[config.mk]
export PLATFORM = sky130hd
export DESIGN_NAME = paged_agu
export DESIGN_NICKNAME = d
export VERILOG_FILES = /design/src/rtl/pagu_pkg.sv /design/src/rtl/pagu_ctrl.sv /design/src/rtl/pagu_dpath.sv /design/src/rtl/paged_agu.sv
export SDC_FILE = /design/constraint.sdc
export NUM_CORES = 1
export LEC_CHECK = 0
export ABC_CLOCK_PERIOD_IN_PS = 1200
export CORE_ASPECT_RATIO = 1.1
export CORE_MARGIN = 2
export CORE_UTILIZATION = 28
export CTS_BUF_LIST = sky130_fd_sc_hd__clkbuf_8
export CTS_CLUSTER_SIZE = 8
export DETAILED_ROUTE_END_ITERATION = 12
export MAX_ROUTING_LAYER = met4
export PLACE_DENSITY = 0.85
export SYNTH_ARGS = -nofsm -noshare
export SYNTH_HDL_FRONTEND = slang
export SYNTH_SLANG_ARGS = --single-unit
[constraint.sdc]
create_clock -name clk -period 1.2 [get_ports clk]
set_input_delay 0.12 -clock clk [delete_from_list [all_inputs] [get_ports clk]]
set_output_delay 0.12 -clock clk [all_outputs]
set_load 0.02 [all_outputs]
[src/rtl/pagu_pkg.sv]
package pagu_pkg;
  // Field index order: matches wrSel and accKind codes
  localparam int NFIELD = 4;  // code, data, stack, extra
  localparam int NSR    = 3;  // fields that live in the status word

  typedef struct packed {
    logic [NFIELD-1:0] ld;      // plain field load
    logic              restore; // reload status-word fields
    logic              clrCode; // interrupt entry clears code page
  } pageStrobe_t;
endpackage

[src/rtl/pagu_ctrl.sv]
module pagu_ctrl
  import pagu_pkg::*;
(
  input  logic       wrEn,
  input  logic [1:0] wrSel,
  input  logic       intEnter,
  input  logic       intReturn,
  output pageStrobe_t stb
);
  always_comb begin
    stb = '0;
    if (wrEn) stb.ld[wrSel] = 1'b1;
    // a restore owns the status-word fields this cycle
    if (intReturn) stb.ld[NSR-1:0] = '0;
    stb.restore = intReturn;
    stb.clrCode = intEnter;
  end
endmodule

[src/rtl/pagu_dpath.sv]
module pagu_dpath
  import pagu_pkg::*;
#(
  parameter int LOG_W  = 16,
  parameter int PAGE_W = 3,
  parameter int STK_LO = 7,
  localparam int PHYS_W = LOG_W + PAGE_W
)(
  input  logic              clk,
  input  logic              rstN,
  input  pageStrobe_t       stb,
  input  logic [LOG_W-1:0]  wrVal,
  input  logic [LOG_W-1:0]  retSr,
  input  logic [LOG_W-1:0]  logAddr,
  input  logic [1:0]        accKind,
  output logic [PHYS_W-1:0] physAddr,
  output logic [NFIELD-1:0][PAGE_W-1:0] pageVec
);
  for (genvar i = 0; i < NFIELD; i++) begin : g_field
    logic [PAGE_W-1:0] q;
    if (i < NSR) begin : g_sr
      // code sits highest, stack lowest in the status word
      localparam int LO = STK_LO + (NSR - 1 - i) * PAGE_W;
      always_ff @(posedge clk or negedge rstN) begin
        if (!rstN)                   q <= '0;
        else if (i == 0 && stb.clrCode) q <= '0;
        else if (stb.restore)        q <= retSr[LO +: PAGE_W];
        else if (stb.ld[i])          q <= wrVal[PAGE_W-1:0];
      end
    end else begin : g_extra
      always_ff @(posedge clk or negedge rstN) begin
        if (!rstN)          q <= '0;
        else if (stb.ld[i]) q <= wrVal[PAGE_W-1:0];
      end
    end
    assign pageVec[i] = q;
  end

  assign physAddr = {pageVec[accKind], logAddr};
endmodule

[src/rtl/paged_agu.sv]
module paged_agu
  import pagu_pkg::*;
#(
  parameter int LOG_W  = 16,
  parameter int PAGE_W = 3,
  parameter int STK_LO = 7,
  localparam int PHYS_W = LOG_W + PAGE_W
)(
  input  logic              clk,
  input  logic              rstN,
  input  logic [LOG_W-1:0]  logAddr,
  input  logic [1:0]        accKind,
  input  logic              wrEn,
  input  logic [1:0]        wrSel,
  input  logic [LOG_W-1:0]  wrVal,
  input  logic              intEnter,
  input  logic              intReturn,
  input  logic [LOG_W-1:0]  retSr,
  output logic [PHYS_W-1:0] physAddr,
  output logic [PAGE_W-1:0] codePage,
  output logic [PAGE_W-1:0] dataPage,
  output logic [PAGE_W-1:0] stackPage,
  output logic [PAGE_W-1:0] otherPage
);
  pageStrobe_t stb;
  logic [NFIELD-1:0][PAGE_W-1:0] pageVec;

  pagu_ctrl u_ctrl (
    .wrEn(wrEn), .wrSel(wrSel), .intEnter(intEnter),
    .intReturn(intReturn), .stb(stb)
  );

  pagu_dpath #(.LOG_W(LOG_W), .PAGE_W(PAGE_W), .STK_LO(STK_LO)) u_dpath (
    .clk(clk), .rstN(rstN), .stb(stb), .wrVal(wrVal), .retSr(retSr),
    .logAddr(logAddr), .accKind(accKind), .physAddr(physAddr),
    .pageVec(pageVec)
  );

  assign codePage  = pageVec[0];
  assign dataPage  = pageVec[1];
  assign stackPage = pageVec[2];
  assign otherPage = pageVec[3];
endmodule

==> results of run 1 <==
-- critical path: cells and delay by family (launching register included) --
family / cells / cell delay (ns)
buf+inv: 1 / 0.15
mux: 1 / 0.48
flops: 1 / 0.39
-- layout make-up --
cell class              count  area, µm²
clock buffers               3       41.3
repair buffers             58        503
well taps                  31       38.8
fillers                   229       1330
flip-flops and latches     12        300
multi-input cells          40        320
inverters                   2       7.51
-- metal layers --
| metal | vias up | part of all wire, % | wire [µm] | track usage [%] |
|---|---|---|---|---|
| met5 | - | 0 | 0 | - |
| met4 | 0 | 1.9 | 36 | 6.23 |
| met3 | 5 | 8.1 | 158 | 4.06 |
| met2 | 29 | 52 | 1000 | 23.5 |
| met1 | 301 | 38 | 744 | 16.0 |
| li1 | 315 | - | - | - |
-- path summary, 6_finish.rpt --
path                                            to  slack (ns)
max                                   physAddr[18]       -0.18
max reg2reg                u_dpath.g_field[2].q[2]        0.06
min reg2reg                u_dpath.g_field[1].q[0]        0.60
min in group clk                      physAddr[12]        0.24
max in group asynchronous  u_dpath.g_field[1].q[2]        0.86
min                        u_dpath.g_field[3].q[2]        0.19
-- placed cells by master, fill, tap and decap left out --
master / instances
nand2b_1: 3
dlygate4sd2_1: 4
mux4_2: 3
a311o_1: 1
a21oi_1: 3
buf_6: 4
a31oi_1: 2
clkbuf_8: 3
inv_1: 2
clkbuf_2: 4
dfrtp_1: 12
mux2_2: 12
nand2_1: 15
clkdlybuf4s50_1: 16
buf_4: 23
clkdlybuf4s15_1: 7
nand3_1: 1
-- power groups by stage --
stage	Clock (mW)	Combinational, mW	Sequential, mW
6_report	0.360	0.572	0.491
5_1_grt	0.397	0.616	0.496
4_1_cts	0.363	0.527	0.493
3_5_place_dp	0	0.566	0.499
3_3_place_gp	0	0.559	0.494
2_1_floorplan	0	0.225	0.567
-- metrics by stage --
stage / power (mW) / instance area [µm²] / util, %
after global routing: 1.51 / 1210 / 47.6
final: 1.42 / 1210 / 47.6
after detailed placement: 1.06 / 1150 / 45.3
after floorplan: 0.792 / 759 / -
after CTS: 1.38 / 1170 / 46.2
after global placement: 1.05 / 1150 / 45.3
-- logic make-up after synthesis --
group	synth area share [%]
mux	26.7
flops	39.5
simple gates	10.5
buf+inv	18.3
compound gates	4.94
-- what timing repair did --
item,CTS,global route
endpoints found under the setup margin,24,20
resized for setup,35,19
endpoints found under the hold margin,0,0
buffers inserted,1,4
pin swaps,1,2
==> qor.yml, run 1 <==
htree_num_levels: 1
arrival_ns: 1.26
clockBufferDepth: 2
netlist_top_cells_area: "dfrtp_1, mux2_2, buf_4"
post_synth_most_frequent_cells: "buf_4, nand2_1, dfrtp_1, mux2_2"
setup_tns_ns: -0.567
setup_violations: 4
critPathSlowestCell: "mux4_2"
routed_wl_um: 1940
ant_nets: 0
critPathLaunchType: "register"
powerDensity_mw_per_mm2: 1170
dpl_worst_slack_ns: -0.723
cts_buffers: 3
hold_ws_ns: 0.186
final_hold_viol_count: 0
fin_cells: 146
num_antenna_cells: 0
path_class: "reg -> out"
setup_slack_ns: -0.178
clkPwrFrac_pct: 25.3
grt_pass1_wl_um: 3030
drt_iter0_markers: 10
drive_above_1_share_pct: 42.6
synth_most_common_cell: "buf_4"
syn_to_final_growth_pct: 59.5
track_usage_pct: 14.3
dieHeight_um: 58.6
cts_tree: "built"
fin_skew_ns: 0
num_io_pins: 88
ys_warn_count: 0
via_per_inst: 4.45
io_buffers: 35
p_switching_mw: 0.409
violations: "setup timing"
vdd_ir_drop_max_mv: 0.582
floorplan.initialDensity_pct: 29.9
post_synth.cell_area_avg_um2: 10.7
crit_chain: "mux4_2 -> buf_6"
combPwrFrac_pct: 40.2
grt_max_degree: 13
vias: 650
core_area_mm2: 0.00254
slowest_delay_ns: 0.48
synth_area_um2: 759
cts_hold_buffers: 0
die_area_mm2: 0.00315
antenna_found_initial: 0
reg_top3: "u_dpath.g_field.q: 12 flops"
synth_nets: 128
synth.largest_area_cell: "dfrtp_1"
die_w_um: 53.7
drc: 0
async_flop_share_pct: 100
rsz0062_at_grt: "true"
ys.flop_type: "dfrtp_1"
worstPathRequired_ns: 1.08
critPathMaxFanout: 2
yosysSeqAreaShare_pct: 39.5
synthCells: 71
holdCritPathClass: "in -> async"
clk_latency_ns: 0.24
wl_per_cell_um: 13.3
grt_pass1_vias: 670
dpl.hpwl_um: 1610
r2r.worst_path.cells: 4
worst_pin_slew_ns: 0.275
swShare_pct: 28.7
synth_edf_count: 0
top_register: "u_dpath.g_field.q"
synth_seq_cells: 12
gr-total-overflow: 0
seqPwrFrac_pct: 34.5
globalplace.congestion: 0.791
rows: 19
internal_power_mw: 1.01
finalCritPeriodShare_pct: 115
largest_register_ffs: 12
synth_top_cell_area_share_pct: 39.5
root_buffer: "clkbuf_8"
p_leak_nw: 0.585
place_inst: 138
cp-end-kind: "output pin"
finalCriticalPeriod_ns: 1.38
dr.pass1.iters: 4
drv_cap: 0
setup.worst_path.start: "u_dpath.g_field[2].q[2]"
status: "finished with violations"
drv_slew: 0
path_clk_slew_ns: 0.05
relSlewSlack_pct: 81.7
r2r_start: "u_dpath.g_field[2].q[2]"
fmax_mhz: 725
fin_nets: 174
clkSinkCount: 12
synth_cell_types: 12
No activity file was read; power rests on OpenSTA's default activity.
==> run 2: changes to the inputs <==
--- a/config.mk
+++ b/config.mk
@@ -6,14 +6,17 @@
 export NUM_CORES = 1
 export LEC_CHECK = 0
 export ABC_CLOCK_PERIOD_IN_PS = 1200
+export CELL_PAD_IN_SITES_DETAIL_PLACEMENT = 1
+export CELL_PAD_IN_SITES_GLOBAL_PLACEMENT = 1
 export CORE_ASPECT_RATIO = 1.1
 export CORE_MARGIN = 2
-export CORE_UTILIZATION = 28
+export CORE_UTILIZATION = 18
 export CTS_BUF_LIST = sky130_fd_sc_hd__clkbuf_8
 export CTS_CLUSTER_SIZE = 8
 export DETAILED_ROUTE_END_ITERATION = 12
+export HOLD_SLACK_MARGIN = 0.12
 export MAX_ROUTING_LAYER = met4
-export PLACE_DENSITY = 0.85
+export PLACE_DENSITY = 0.84
 export SYNTH_ARGS = -nofsm -noshare
 export SYNTH_HDL_FRONTEND = slang
 export SYNTH_SLANG_ARGS = --single-unit
==> run 2 against run 1 <==
The run still ends with setup timing left. Non-clock buffer count down 5. Total power down 1.2%. Final area down 0.31%. Cell count up 11%. Clock power down 1%. Hold slack better by 0.054 ns. Register-to-register slack about the same. Setup slack better by 0.0063 ns. Fmax up 0.46%. Largest power group unchanged. Highest routed layer unchanged.
==> qor.yml, run 2 (synthesized netlist as in run 1, its figures left out) <==
floorplan.initialDensity_pct: 19.0  # was 29.9%
core_area_mm2: 0.00399  # was 0.00254 mm²
final_util_pct: 30.2  # was 47.6%
path_clk_slew_ns: 0.05  # about the same
cp-end-kind: "output pin"  # unchanged
r2r-end: "u_dpath.g_field[2].q[1]"  # was u_dpath.g_field[2].q[2]
finalCriticalPeriod_ns: 1.37  # was 1.38 ns
hold_path_depth: 0
dpl.hpwl_um: 1970  # was 1610 µm
htree_num_levels: 1  # unchanged
dieHeight_um: 72.1  # was 58.6 µm
rows: 24  # was 19
vdd_ir_drop_max_mv: 0.263  # was 0.582 mV
arrival_ns: 1.25  # was 1.26 ns
cts_buffers: 3  # unchanged
finalCritPeriodShare_pct: 114  # was 115%
rsz0062_at_grt: "true"  # unchanged
p_leak_nw: 0.562  # was 0.585 nW
critPathMaxFanout: 2  # unchanged
status: "finished with violations"  # unchanged
top_register: "u_dpath.g_field.q"  # unchanged
io_buffers: 35  # unchanged
drv_cap: 0  # unchanged
num_antenna_cells: 0  # unchanged
reg2reg_slack_ns: 0.05  # was 0.06 ns
drv_slew: 0  # unchanged
seq_area_um2: 300  # unchanged
n_fill_cell: 456  # was 229
setup_slack_ns: -0.172  # was -0.178 ns
clkSinkCount: 12  # unchanged
wl_per_cell_um: 14.4  # was 13.3 µm
largest_register_ffs: 12  # unchanged
holdCritPathClass: "in -> out"  # was in -> async
clockBufferDepth: 2  # unchanged
relSlewSlack_pct: 61.9  # was 81.7%
syn_to_final_growth_pct: 59.0  # was 59.5%
place_inst: 156  # was 138
fin_skew_ns: 0  # unchanged
final_hold_viol_count: 0  # unchanged
critPathLaunchType: "register"  # unchanged
powerDensity_mw_per_mm2: 1160  # was 1170 mW/mm²
drive_above_1_share_pct: 39.1  # was 42.6%
grt_pass1_wl_um: 3560  # was 3030 µm
vias: 657  # was 650
worst_pin_slew_ns: 0.570  # was 0.275 ns
setup_tns_ns: -0.580  # was -0.567 ns
via_per_inst: 4.06  # was 4.45
num_io_pins: 88  # unchanged
crit_chain: "mux4_2 -> buf_6"  # unchanged
dpl_worst_slack_ns: -0.686  # was -0.723 ns
fin_nets: 169  # was 174
setup_violations: 4  # unchanged
worstPathRequired_ns: 1.08  # about the same
die_area_mm2: 0.00476  # was 0.00315 mm²
gr-total-overflow: 0  # unchanged
routed_wl_um: 2330  # was 1940 µm
holdCritStartpoint: "logAddr[12]"
slowest_delay_ns: 0.48  # about the same
grt_max_degree: 13  # unchanged
fin_cells: 162  # was 146
final_cell_mix: "buf_4, nand2_1, clkdlybuf4s50_1"  # was buf_4, clkdlybuf4s50_1, nand2_1
reg_top3: "u_dpath.g_field.q: 12 flops"  # unchanged
antenna_found_initial: 0  # unchanged
drt_iter0_markers: 7  # was 10
grt_pass1_vias: 799  # was 670
path_class: "reg -> out"  # unchanged
r2r_start: "u_dpath.g_field[2].q[1]"  # was u_dpath.g_field[2].q[2]
critPathSlowestCell: "mux4_2"  # unchanged
r2r.worst_path.cells: 4  # unchanged
violations: "setup timing"  # unchanged
min_to: "physAddr[12]"
globalplace.congestion: 0.779  # was 0.791
track_usage_pct: 10.5  # was 14.3%
dr.pass1.iters: 2  # was 4
root_buffer: "clkbuf_8"  # unchanged
die_w_um: 65.9  # was 53.7 µm
ant_nets: 0  # unchanged
cts_hold_buffers: 0  # unchanged
drc: 0  # unchanged
clk_latency_ns: 0.24  # about the same
multiInputGateArea_um2: 327  # was 320 µm²
cts_tree: "built"  # unchanged
fmax_mhz: 729  # was 725 MHz
layout_commonest_cell: "buf_4"  # unchanged
run 2: cell type report:
cell class,instances,area share [%]
Tap cell,52,5.39
Clock buffer,3,3.42
Sequential cell,12,24.9
Multi-Input combinational cell,40,27.0
Inverter,2,0.622
Timing Repair Buffer,53,38.7
run 2: where the power goes:
| group | total, mW | switching [mW] | internal (mW) |
|---|---|---|---|
| clock | 0.356 | 0.136 | 0.220 |
| combinational | 0.559 | 0.248 | 0.311 |
| sequential | 0.492 | 0.0317 | 0.460 |
run 2: worst max-delay path, delay by kind of cell, from the launching register on:
kind,cells,cell delay (ns)
flip-flops,1,0.39
buffers and inverters,1,0.15
multiplexers,1,0.48
run 2: worst max path at each step:
stage / from / endpoint
final: u_dpath.g_field[2].q[2] / physAddr[18]
after global routing: u_dpath.g_field[2].q[0] / physAddr[16]
after CTS: u_dpath.g_field[2].q[2] / physAddr[18]
after detailed placement: accKind[0] / physAddr[18]
after global placement: accKind[0] / physAddr[16]
after floorplan: u_dpath.g_field[3].q[0] / physAddr[16]
run 2: metal layers:
| layer | wire, µm | global-route usage, % | up-vias |
|---|---|---|---|
| met3 | 146 | 2.79 | 12 |
| met4 | 83 | 6.35 | 0 |
| met1 | 845 | 10.1 | 308 |
| li1 | - | - | 307 |
| met5 | 0 | - | - |
| met2 | 1250 | 18.4 | 30 |
run 2: timing repair:
action | CTS | global route
buffers inserted | 1 | 2
endpoints found under the setup margin | 24 | 11
gates resized for setup | 41 | 10
cloned | 0 | 0
pin swaps | 1 | 0
run 2: metrics by stage:
stage / total power [mW] / hold WS (ns) / area (µm²)
finish: 1.41 / 0.240 / 1210
global route: 1.48 / 0.240 / 1210
CTS: 1.41 / 0.240 / 1190
detailed placement: 1.07 / 0.240 / 1160
global placement: 1.05 / 0.240 / 1160
floorplan: 0.792 / -0.176 / 759
